### src/rtl/pmu_pkg.sv
package pmu_pkg;

  typedef enum logic [2:0] {
    PM_RUN   = 3'd0,
    PM_IDLE  = 3'd1,
    PM_SUSP  = 3'd2,
    PM_STOP  = 3'd3,
    PM_SLEEP = 3'd4,
    PM_WAKE  = 3'd5
  } pmu_mode_e;

  typedef struct packed {
    logic core_halt;
    logic core_clk_en;
    logic periph_clk_en;
    logic osc_en;
    logic pwr_en;
    logic ret_en;
  } pmu_ctl_t;

  // request field bit positions
  localparam int unsigned REQ_IDLE  = 0;
  localparam int unsigned REQ_SUSP  = 1;
  localparam int unsigned REQ_SLEEP = 2;
  localparam int unsigned REQ_STOP  = 3;
  localparam int unsigned REQ_W     = 4;

  // clock sources that allow suspend
  localparam logic [1:0] SRC_FAST_INT = 2'd0;
  localparam logic [1:0] SRC_LP_INT   = 2'd1;

  function automatic pmu_ctl_t ctl_for_mode(pmu_mode_e m);
    pmu_ctl_t c;
    c = '{core_halt: 1'b1, core_clk_en: 1'b0, periph_clk_en: 1'b0,
          osc_en: 1'b0, pwr_en: 1'b0, ret_en: 1'b0};
    unique case (m)
      PM_RUN: begin
        c.core_halt = 1'b0; c.core_clk_en = 1'b1; c.periph_clk_en = 1'b1;
        c.osc_en = 1'b1; c.pwr_en = 1'b1;
      end
      PM_IDLE: begin
        c.periph_clk_en = 1'b1; c.osc_en = 1'b1; c.pwr_en = 1'b1;
      end
      PM_SUSP:  c.pwr_en = 1'b1;
      PM_STOP:  c.ret_en = 1'b1;
      PM_SLEEP: c.ret_en = 1'b1;
      PM_WAKE: begin
        c.osc_en = 1'b1; c.pwr_en = 1'b1;
      end
      default: c.core_halt = 1'b1;
    endcase
    return c;
  endfunction

endpackage

### src/rtl/pmu_req_arb.sv
module pmu_req_arb
  import pmu_pkg::*;
#(
  parameter int unsigned SRC_W = 2
) (
  input  logic                 in_run,
  input  logic                 req_we,
  input  logic [REQ_W-1:0]     req_bits,
  input  logic [SRC_W-1:0]     clk_src,
  output logic                 go,
  output pmu_mode_e            tgt,
  output logic                 src_bad
);

  localparam int unsigned NREQ = REQ_W;

  logic [NREQ-1:0] win;
  logic            src_ok;

  // one-hot winner: a bit wins if no deeper bit is set
  generate
    for (genvar g = 0; g < NREQ; g++) begin : g_prio
      if (g == NREQ - 1) begin : g_top
        assign win[g] = req_bits[g];
      end else begin : g_low
        assign win[g] = req_bits[g] & ~(|req_bits[NREQ-1:g+1]);
      end
    end
  endgenerate

  assign src_ok = (clk_src == SRC_W'(SRC_FAST_INT)) || (clk_src == SRC_W'(SRC_LP_INT));

  always_comb begin
    tgt = PM_RUN;
    if (win[REQ_STOP])       tgt = PM_STOP;
    else if (win[REQ_SLEEP]) tgt = PM_SLEEP;
    else if (win[REQ_SUSP])  tgt = PM_SUSP;
    else if (win[REQ_IDLE])  tgt = PM_IDLE;
  end

  assign src_bad = in_run & req_we & win[REQ_SUSP] & ~src_ok;
  assign go      = in_run & req_we & (|req_bits) & ~src_bad;

endmodule

### src/rtl/pmu_wake_qual.sv
module pmu_wake_qual #(
  parameter int unsigned SYNC_STAGES = 2
) (
  input  logic clk,
  input  logic rst_n,
  input  logic wk_rtc_alarm,
  input  logic wk_rtc_fail,
  input  logic wk_touch,
  input  logic wk_port,
  input  logic cmp0_in,
  output logic cmp_rise,
  output logic susp_wake,
  output logic sleep_wake
);

  localparam int unsigned LAST = SYNC_STAGES - 1;

  logic [SYNC_STAGES-1:0] sync_q;
  logic                   prev_q;

  generate
    for (genvar s = 0; s < SYNC_STAGES; s++) begin : g_sync
      if (s == 0) begin : g_first
        always_ff @(posedge clk or negedge rst_n) begin
          if (!rst_n) sync_q[s] <= 1'b0;
          else        sync_q[s] <= cmp0_in;
        end
      end else begin : g_next
        always_ff @(posedge clk or negedge rst_n) begin
          if (!rst_n) sync_q[s] <= 1'b0;
          else        sync_q[s] <= sync_q[s-1];
        end
      end
    end
  endgenerate

  always_ff @(posedge clk or negedge rst_n) begin
    if (!rst_n) prev_q <= 1'b0;
    else        prev_q <= sync_q[LAST];
  end

  assign cmp_rise   = sync_q[LAST] & ~prev_q;
  assign sleep_wake = wk_rtc_alarm | wk_rtc_fail | wk_port | cmp_rise;
  assign susp_wake  = sleep_wake | wk_touch;


  rise_needs_low_before_chk: assert property (@(posedge clk) disable iff (!rst_n)
    cmp_rise |=> !cmp_rise);

endmodule

### src/rtl/pmu_fsm.sv
module pmu_fsm
  import pmu_pkg::*;
(
  input  logic      clk,
  input  logic      rst_n,
  input  logic      go,
  input  pmu_mode_e tgt,
  input  logic      src_bad,
  input  logic      irq_pend,
  input  logic      susp_wake,
  input  logic      sleep_wake,
  input  logic      osc_ready,
  output pmu_mode_e state,
  output logic      err
);

  pmu_mode_e state_q, state_d;
  logic      err_q;

  always_comb begin
    state_d = state_q;
    unique case (state_q)
      PM_RUN:   if (go)         state_d = tgt;
      PM_IDLE:  if (irq_pend)   state_d = PM_RUN;
      PM_SUSP:  if (susp_wake)  state_d = PM_WAKE;
      PM_SLEEP: if (sleep_wake) state_d = PM_WAKE;
      PM_STOP:                  state_d = PM_STOP;
      PM_WAKE:  if (osc_ready)  state_d = PM_RUN;
      default:                  state_d = PM_RUN;
    endcase
  end

  always_ff @(posedge clk or negedge rst_n) begin
    if (!rst_n) begin
      state_q <= PM_RUN;
      err_q   <= 1'b0;
    end else begin
      state_q <= state_d;
      if (src_bad) err_q <= 1'b1;
    end
  end

  assign state = state_q;
  assign err   = err_q;


  stop_is_sticky_chk: assert property (@(posedge clk) disable iff (!rst_n)
    (state_q == PM_STOP) |=> (state_q == PM_STOP));

  idle_irq_exit_chk: assert property (@(posedge clk) disable iff (!rst_n)
    (state_q == PM_IDLE && irq_pend) |=> (state_q == PM_RUN));

  wake_waits_osc_chk: assert property (@(posedge clk) disable iff (!rst_n)
    (state_q == PM_WAKE && !osc_ready) |=> (state_q == PM_WAKE));

  err_sticky_chk: assert property (@(posedge clk) disable iff (!rst_n)
    err_q |=> err_q);

  sleep_holds_chk: assert property (@(posedge clk) disable iff (!rst_n)
    (state_q == PM_SLEEP && !sleep_wake) |=> (state_q == PM_SLEEP));

endmodule

### src/rtl/pmu_seq_ctrl.sv
module pmu_seq_ctrl
  import pmu_pkg::*;
#(
  parameter int unsigned SRC_W       = 2,
  parameter int unsigned SYNC_STAGES = 2
) (
  input  logic             clk,
  input  logic             rst_n,
  input  logic             req_we,
  input  logic [3:0]       req_bits,
  input  logic [SRC_W-1:0] clk_src,
  input  logic             irq_pend,
  input  logic             wk_rtc_alarm,
  input  logic             wk_rtc_fail,
  input  logic             wk_touch,
  input  logic             wk_port,
  input  logic             cmp0_in,
  input  logic             osc_ready,
  output logic [2:0]       mode,
  output logic             core_halt,
  output logic             core_clk_en,
  output logic             periph_clk_en,
  output logic             osc_en,
  output logic             pwr_en,
  output logic             ret_en,
  output logic             clk_err
);

  pmu_mode_e state, tgt;
  logic      go, src_bad, cmp_rise, susp_wake, sleep_wake;
  pmu_ctl_t  ctl;

  pmu_req_arb #(.SRC_W(SRC_W)) u_arb (
    .in_run   (state == PM_RUN),
    .req_we   (req_we),
    .req_bits (req_bits),
    .clk_src  (clk_src),
    .go       (go),
    .tgt      (tgt),
    .src_bad  (src_bad)
  );

  pmu_wake_qual #(.SYNC_STAGES(SYNC_STAGES)) u_wake (
    .clk          (clk),
    .rst_n        (rst_n),
    .wk_rtc_alarm (wk_rtc_alarm),
    .wk_rtc_fail  (wk_rtc_fail),
    .wk_touch     (wk_touch),
    .wk_port      (wk_port),
    .cmp0_in      (cmp0_in),
    .cmp_rise     (cmp_rise),
    .susp_wake    (susp_wake),
    .sleep_wake   (sleep_wake)
  );

  pmu_fsm u_fsm (
    .clk        (clk),
    .rst_n      (rst_n),
    .go         (go),
    .tgt        (tgt),
    .src_bad    (src_bad),
    .irq_pend   (irq_pend),
    .susp_wake  (susp_wake),
    .sleep_wake (sleep_wake),
    .osc_ready  (osc_ready),
    .state      (state),
    .err        (clk_err)
  );

  assign ctl           = ctl_for_mode(state);
  assign mode          = state;
  assign core_halt     = ctl.core_halt;
  assign core_clk_en   = ctl.core_clk_en;
  assign periph_clk_en = ctl.periph_clk_en;
  assign osc_en        = ctl.osc_en;
  assign pwr_en        = ctl.pwr_en;
  assign ret_en        = ctl.ret_en;


  halted_core_unclocked_chk: assert property (@(posedge clk) disable iff (!rst_n)
    core_halt |-> !core_clk_en);

  susp_leaves_on_event_chk: assert property (@(posedge clk) disable iff (!rst_n)
    (state == PM_SUSP && wk_touch) |=> (mode == 3'd5));

endmodule

### config.mk
export PLATFORM = sky130hd
export DESIGN_NAME = pmu_seq_ctrl
export DESIGN_NICKNAME = d
export VERILOG_FILES = /design/src/rtl/pmu_pkg.sv /design/src/rtl/pmu_req_arb.sv /design/src/rtl/pmu_wake_qual.sv /design/src/rtl/pmu_fsm.sv /design/src/rtl/pmu_seq_ctrl.sv
export SDC_FILE = /design/constraint.sdc
export NUM_CORES = 1
export LEC_CHECK = 0
export ABC_AREA = 1
export BUFFER_PORTS_ARGS = -buffer_cell sky130_fd_sc_hd__buf_4
export CAP_MARGIN = 25
export CORE_AREA = 3 3 40 42
export CTS_CLUSTER_DIAMETER = 30
export DETAILED_ROUTE_END_ITERATION = 10
export DIE_AREA = 0 0 43 45
export PLACE_DENSITY = 0.76
export SYNTH_ARGS = -nofsm -noshare
export SYNTH_HDL_FRONTEND = slang
export SYNTH_SLANG_ARGS = --single-unit
export TNS_END_PERCENT = 30
### constraint.sdc
create_clock -name clk -period 1.8 [get_ports clk]
set_input_delay 0.36 -clock clk [delete_from_list [all_inputs] [get_ports clk]]
set_output_delay 0.36 -clock clk [all_outputs]
set_load 0.05 [all_outputs]
==> qor.txt, run 1 <==
Pwr Total - 1.47 mW
Final setup viols - 0
Max Slew Vio Count - 0
Post-synth EDFFs - 0
Endpoints failing hold - 0
FF-to-FF Start - u_fsm.state[1]
N_diodes - 0
Setup ws final - 0.178 ns
Via count - 502
Final Critical Period - 1.62 ns
Routed wire length - 1070 µm
Post-synth top area share - 0.374
Sequential area share after synthesis - 0.374
RSZ-0062 raised after global routing - false
Status - complete, no violations
Cell Count, Final, Fillers Out - 109
Post-synth ARST share - 1.00
Worst-path clk slew - 0.06 ns
Hold_sp - cmp0_in
Largest net degree at the start of global routing - 8
Die height - 45 µm
Synthesized area per cell - 7.20 µm²
Largest cells by area after synthesis - dfrtp_1 (37%), nand2_1 (15%), inv_1 (5.6%)
HPWL after detailed placement - 889 µm
FF+latch count, synth - 7
Worst slew margin - 0.834
Die footprint - 1940 µm²
Total core area - 1280 µm²
R2r setup slk - 0.56 ns
GRT Residual Overflow - 0
Area growth, synth to finish - 50.5%
CP required - 1.44 ns
Critical path type - register to primary output
Period utilization - 0.901
Final layout net count - 111
GPL Wtd Cong - 0.736
Fill cell count - 127
Leading area contributor after synthesis - dfrtp_1
Max-cap violations - 0
Most frequent cell after synthesis - nand2_1
Die Wd - 43 µm
CTS Buf Count - 3
Initial antenna violation count - 0
Data arrival, critical path - 1.26 ns
Max VDD drop - 0.996 mV
Worst Skew - 0.00943 ns
Startpoint Class - register
DRT Pass-1 Iters - 4
IO Port Bufs - 24
Net count after synthesis - 81
Synth Flop Type - dfrtp_1
DP Worst Slack - 0.456 ns
Number of global-route vias before repair - 441
GRT Util Overall - 0.125
Slew @ Worst Pin - 0.249 ns
Commonest cells post-synth - nand2_1 (19), dfrtp_1 (7), inv_1 (7)
Pwr/cell area - 2080 nW/µm²
Worst hold margin - 0.217 ns
Drt wl/cell - 9.84 µm
Worst Setup SP - u_fsm.state[0]
I/O Pins - 26
Critical path peak fanout - 7
DP Cell Count - 104
Cells after Synth - 65
Setup TNS - 0 ns
Routed Antenna Nets - 0
CTS tree - built
# rows - 13
FMAX - 616 MHz
Vias per inst - 4.61
Syn Std Cell Area - 468 µm²
Share of layout cells above drive strength 1 - 0.426
H-Tree Depth - 1
Clock sink total - 7
First-pass GRT wire length - 1750 µm
Syn. warnings - 0
Clock latency on the worst-skew pair - 0.26 ns
Starting Density - 0.364
Sequential cell area - 175 µm²
Detailed Route Iter0 Violations - 14
Clock root buffer - clkbuf_4
Multi-input logic area - 255 µm²
Static Leak - 0.388 nW
Critical path endpoint category - primary output
DRC viols - 0
HP Class - primary input to register
Post-synthesis cell type count - 17
Post-CTS Setup Bufs - 0
Clock buffer depth - 2
[final cells by class]
| class | count | area share |
|---|---|---|
| clock inverters | 1 | 0.00710 |
| clock buffers | 3 | 0.0320 |
| multi-input cells | 48 | 0.362 |
| flip-flops and latches | 7 | 0.249 |
| inverters | 10 | 0.0533 |
| well taps | 15 | 0.0266 |
| repair buffers | 25 | 0.270 |
[worst paths after layout]
kind | cells past startpoint | to
min in group asynchronous | 2 | u_fsm.state[1]
worst min register to register | 0 | u_wake.sync_q[1]
worst max-delay path | 4 | core_clk_en
max in group asynchronous | 2 | u_wake.sync_q[0]
worst max register to register | 7 | u_fsm.state[2]
worst min-delay path | 1 | u_wake.sync_q[0]
[what timing repair did]
| item | CTS | global route |
|---|---|---|
| gates resized for setup | 0 | 0 |
| hold buffers | 1 | 0 |
| endpoints found under the hold margin | 7 | 0 |
[sequential cells by signal, summed over array words and instances, names as in the netlist]
signal         cells
u_fsm.state        3
u_fsm.err          1
u_wake.sync_q      2
u_wake.prev_q      1
[logic make-up (layout without fill, tap and decap cells)]
family | count (synthesis) | after routing | share of synthesized area
buffers and inverters | 10 | 39 | 0.0802
DFF | 7 | 7 | 0.374
AOI/OAI and AO/OA | 5 | 5 | 0.0588
and+or+nand+nor | 43 | 43 | 0.487
[layer usage]
| layer | vias up | GRT usage | wire length (µm) |
|---|---|---|---|
| li1 | 265 | - | - |
| met1 | 222 | 0.147 | 462 |
| met2 | 15 | 0.192 | 538 |
| met3 | 0 | 0.0518 | 71 |
| met4 | 0 | 0.0723 | 0 |
| met5 | - | 0 | 0 |
[critical path, cell delays in order, from the launching register on]
cell     delay, ns
dfrtp_1       0.44
nor2_1        0.19
nand2_2       0.10
inv_2         0.08
buf_4         0.19
[cell usage in the layout, fill, tap and decap left out]
master,instances
o21ai_0,2
and2_1,1
nand2_2,3
dfrtp_1,7
inv_2,3
dlygate4sd3_1,1
o21ai_1,1
nor2_1,4
nand2_1,19
nor2_2,2
nand4_1,3
o21bai_1,1
nand3_2,1
nand3_4,1
nor2_4,2
buf_4,24
clkinv_2,1
nand3_1,5
nor3_1,2
clkbuf_4,3
inv_1,7
a21oi_1,1
[metrics by stage]
stage | util | cell area, µm²
6_report | 0.548 | 704
5_1_grt | 0.548 | 704
4_1_cts | 0.548 | 704
3_5_place_dp | 0.519 | 667
3_3_place_gp | 0.519 | 667
2_1_floorplan | - | 468
[power by group]
group / internal [mW] / total, mW / leakage (nW) / switching, mW
combinational: 0.310 / 1.06 / 0.285 / 0.748
clock: 0.0814 / 0.144 / 0.0177 / 0.0630
sequential: 0.205 / 0.265 / 0.0850 / 0.0605
total: 0.596 / 1.47 / 0.388 / 0.871
Note: power is estimated with default switching activity, not from simulation.
==> inputs of run 2 (changes only) <==
--- a/config.mk
+++ b/config.mk
@@ -13,6 +13,7 @@
 export DETAILED_ROUTE_END_ITERATION = 10
 export DIE_AREA = 0 0 43 45
 export PLACE_DENSITY = 0.76
+export RECOVER_POWER = 100
 export SYNTH_ARGS = -nofsm -noshare
 export SYNTH_HDL_FRONTEND = slang
 export SYNTH_SLANG_ARGS = --single-unit
==> run 2 against run 1 <==
  * Hold slack improved by 0.021 ns
  * Sequential share of layout area increased by 1.3 points
  * Non-clock buffer count did not move
  * Highest routed layer is now met4
  * Register-to-register slack worse by 0.03 ns
  * Maximum frequency decreased by 0.33%
  * Sequential cell count did not move
  * Wire length is 1.3% higher
  * Combinational power decreased by 8%
  * Largest power group unchanged
==> qor.txt, run 2 (synthesis gave the netlist of run 1 again) <==
Die Wd - 43 µm
Clock buffer depth - 2
CTS tree - built
Setup ws final - 0.172 ns
Max-cap violations - 0
DRC viols - 0
Initial antenna violation count - 0
Endpoints failing hold - 0
Final layout net count - 111
Max VDD drop - 0.935 mV
Startpoint Class - register
Commonest non-fill, non-tap cell in the layout - nand2_1
Final setup viols - 0
Detailed Route Iter0 Violations - 21
Critical path endpoint category - primary output
Most frequent cells in the layout - nand2_1 (20), buf_4 (13), inv_1 (7), dfrtp_1 (7), nand3_1 (6)
Via count - 509
DP Worst Slack - 0.456 ns
H-Tree Depth - 1
GPL Wtd Cong - 0.736
I/O Pins - 26
Die footprint - 1940 µm²
Worst slew margin - 0.600
R2R Path End - u_fsm.state[2]
Max Slew Vio Count - 0
N_diodes - 0
Clock sink total - 7
RSZ-0062 raised after global routing - false
Total core area - 1280 µm²
Final Critical Period - 1.63 ns
Met1 WL - 464 µm
Max reg flops - 3
Clock root buffer - clkbuf_4
IO Port Bufs - 24
Critical path peak fanout - 7
Number of global-route vias before repair - 441
Worst setup endpoint - ret_en
Placed inst area - 667 µm²
Share of layout cells above drive strength 1 - 0.362
FMAX - 614 MHz
GRT Residual Overflow - 0
First-pass GRT wire length - 1750 µm
Slew @ Worst Pin - 0.602 ns
Fill cell count - 139
DRT Pass-1 Iters - 4
FF-to-FF Start - u_fsm.state[2]
Routed wire length - 1090 µm
Period utilization - 0.904
Met3 routed WL - 73 µm
Largest net degree at the start of global routing - 8
Hold buffers post-CTS - 1
GRT Util Overall - 0.125
Area growth, synth to finish - 43.0%
Starting Density - 0.364
Clock latency on the worst-skew pair - 0.26 ns
Post-CTS Setup Bufs - 0
Worst Setup SP - u_fsm.state[2]
Drt wl/cell - 9.97 µm
Die height - 45 µm
HPWL after detailed placement - 889 µm
Worst-path clk slew - 0.06 ns
Vias per inst - 4.67
R2R depth - 7
Setup TNS - 0 ns
# rows - 13
Fin area - 669 µm²
R2r setup slk - 0.53 ns
Post-CTS sizing - 0
Routed Antenna Nets - 0
CTS Buf Count - 3
Pwr/cell area - 2070 nW/µm²
Static Leak - 0.363 nW
Status - complete, no violations
Critical path type - register to primary output
HP Class - primary input to register
Data arrival, critical path - 1.27 ns
CP required - 1.44 ns
Uppermost layer routed - met4
Worst Skew - 0.00897 ns
DR WL met2 - 534 µm
[run 2: cell count changes in the layout (fill, tap and decap cells not counted)]
cell,delta
buf_2,+1
nand2_1,+1
clkbuf_1,+4
buf_4,-11
nand2_2,-1
nand3_2,-1
clkbuf_2,+4
nand3_1,+1
clkbuf_4,+2
[run 2: cell type report]
cell class,instances,area (µm²),area share
clock buffers,3,22.5,0.0336
clock inverters,1,5.00,0.00748
inverters,10,37.5,0.0561
multi-input cells,48,248,0.370
flip-flops and latches,7,175,0.262
well taps,15,18.8,0.0280
repair buffers,25,163,0.243
[run 2: how the worst min path moves through the flow]
stage | startpoint | to | slack (ns) | cells past startpoint
after CTS | cmp0_in | u_wake.sync_q[0] | 0.20 | 1
after global placement | rst_n | u_wake.sync_q[0] | 0.17 | 1
after global routing | cmp0_in | u_wake.sync_q[0] | 0.21 | 1
after detailed placement | rst_n | u_fsm.state[1] | 0.18 | 1
final | cmp0_in | u_wake.sync_q[0] | 0.24 | 1
after floorplan | rst_n | u_fsm.err | 0.06 | 0
[run 2: metal layers]
metal  vias up  track usage
li1        265            -
met1       227        0.147
met2        15        0.192
met3         2       0.0518
met4         0       0.0723
met5         -            0
[run 2: metrics by stage]
stage | power [mW] | hold slack, ns | utilization | std cells
after CTS | 1.48 | 0.203 | 0.548 | 109
after global placement | 1.32 | 0.172 | 0.519 | 104
final | 1.38 | 0.238 | 0.521 | 109
after global routing | 1.49 | 0.212 | 0.521 | 109
after detailed placement | 1.33 | 0.177 | 0.519 | 104
after floorplan | 1.03 | 0.0644 | - | 65
[run 2: power by group]
group | internal, mW | switching (mW)
logic | 0.233 | 0.742
clock network | 0.0814 | 0.0635
registers | 0.205 | 0.0588
[run 2: critical path, stage by stage, from the launching register on]
cell and delay (ns):
dfrtp_1 0.46, inv_2 0.12, nand3_1 0.10, nand2_1 0.10
clkbuf_4 0.23
==> inputs of run 3 (changes only) <==
--- a/config.mk
+++ b/config.mk
@@ -12,9 +12,10 @@
 export CTS_CLUSTER_DIAMETER = 30
 export DETAILED_ROUTE_END_ITERATION = 10
 export DIE_AREA = 0 0 43 45
-export PLACE_DENSITY = 0.76
-export RECOVER_POWER = 100
+export HOLD_SLACK_MARGIN = 0.03
+export PLACE_DENSITY = 0.79
 export SYNTH_ARGS = -nofsm -noshare
 export SYNTH_HDL_FRONTEND = slang
+export SYNTH_HIERARCHICAL = 1
 export SYNTH_SLANG_ARGS = --single-unit
 export TNS_END_PERCENT = 30
==> run 3 against run 2 <==
  * Global-route usage increased by 1.4 points
  * Wire length rose by 14%
  * Sequential power up 22%
  * Critical path depth unchanged
  * Power grew 21%
  * Count of clock-buffer cells in the layout rose by 1
  * Sequential cell count unchanged
  * Sequential share of layout area down 2.6 points
  * Critical path type unchanged
  * Highest routed layer unchanged
==> qor.txt, run 3 <==
Final setup viols - 0
I/O Pins - 26
Number of global-route vias before repair - 503
Pwr/cell area - 2150 nW/µm²
Clock root buffer - clkbuf_4
Pwr Total - 1.68 mW
Cell Count, Final, Fillers Out - 119
First-pass GRT wire length - 1960 µm
Slowest CP cell - dfrtp_4
Detailed Route Iter0 Violations - 16
Syn Std Cell Area - 505 µm²
Worst hold margin - 0.218 ns
Clock buffer depth - 2
Setup TNS - 0 ns
Endpoints failing hold - 0
H-Tree Depth - 1
HP Class - primary input to register
R2r setup slk - 0.21 ns
CTS Buf Count - 3
Final Critical Period - 1.62 ns
Slew @ Worst Pin - 0.294 ns
Die Wd - 43 µm
Startpoint Class - register
Static Leak - 0.414 nW
Worst Skew - 0.00406 ns
Max VDD drop - 0.730 mV
Fin area - 779 µm²
# rows - 13
Max incr delay on CP - 0.54 ns
Starting Density - 0.393
DRC viols - 0
Max reg flops - 3
Period utilization - 0.902
Die footprint - 1940 µm²
Net count after synthesis - 91
Post-CTS sizing - 0
Critical path type - register to primary output
Total core area - 1280 µm²
Area growth, synth to finish - 54.2%
Cells after Synth - 75
Core Util, Final - 0.607
CP required - 1.44 ns
Max-cap violations - 0
FMAX - 616 MHz
Clock sink total - 7
Synthesized area per cell - 6.74 µm²
Final layout net count - 121
Drt wl/cell - 10.4 µm
Via count - 564
Largest net degree at the start of global routing - 13
IO Port Bufs - 24
Data arrival, critical path - 1.26 ns
DP Worst Slack - 0.232 ns
N_diodes - 0
Worst Path Buf+Inv - 2
GPL Wtd Cong - 0.837
Critical path, cell by cell - nor2_4 -> nand2_4 -> clkinvlp_4 -> buf_4
RSZ-0062 raised after global routing - false
Critical path endpoint category - primary output
DRT Pass-1 Iters - 4
CTS tree - built
GRT Util Overall - 0.139
Routed Antenna Nets - 0
Setup ws final - 0.176 ns
HPWL after detailed placement - 993 µm
Placed inst area - 743 µm²
Syn. warnings - 6
Commonest non-fill, non-tap cell in the layout - buf_4
Die height - 45 µm
Max Slew Vio Count - 0
Most frequent cells in the layout - buf_4 (24), nand2_1 (21), inv_1 (10)
CP top delay family - flip-flops
Status - complete, no violations
DP Cell Count - 114
Critical path peak fanout - 11
Worst slew margin - 0.804
GRT Residual Overflow - 0
Share of layout cells above drive strength 1 - 0.471
Vias per inst - 4.74
Routed wire length - 1230 µm
Initial antenna violation count - 0
Worst-path clk slew - 0.05 ns
Clock latency on the worst-skew pair - 0.25 ns
[run 3: metal layers]
metal,GRT usage,up-vias,share of wire
li1,-,290,-
met1,0.141,249,0.40
met2,0.257,21,0.52
met3,0.0120,4,0.067
met4,0.114,0,0.017
met5,0,-,0
[run 3: power breakdown]
part	switching [mW]	internal (mW)
Clock	0.0586	0.0846
Sequential	0.100	0.222
Combinational	0.839	0.375
Total	0.998	0.681
[run 3: worst register-to-register path, cell delays in order (launching register included)]
cell,delay [ns]
dfrtp_4,0.54
nor2_4,0.13
nand2_4,0.07
clkinvlp_4,0.08
nand2_1,0.05
inv_1,0.04
nand2_1,0.05
nor2_2,0.09
nand3b_4,0.13
nand2_2,0.06
nor2_2,0.14
nand2_1,0.08
nand2_1,0.06
[run 3: worst paths after layout]
path | start | to | cells past startpoint
max | u_fsm/state[1] | core_clk_en | 4
min | cmp0_in | u_wake/sync_q[0] | 1
max reg2reg | u_fsm/state[1] | u_fsm/state[2] | 12
min reg2reg | u_wake/sync_q[1] | u_wake/prev_q | 0
max in group asynchronous | rst_n | u_fsm/state[2] | 2
min in group asynchronous | rst_n | u_fsm/state[1] | 2
[run 3: timing repair]
| item | CTS | global route |
|---|---|---|
| endpoints found under the hold margin | 7 | 0 |
| hold buffers | 1 | 0 |
| setup buffers | 0 | 0 |
[run 3: cell type report]
type / count / area (µm²)
Clock buffer: 4 / 26.3
Fill cell: 126 / 505
Inverter: 14 / 56.3
Multi-Input combinational cell: 54 / 304
Sequential cell: 7 / 184
Tap cell: 15 / 18.8
Timing Repair Buffer: 25 / 190
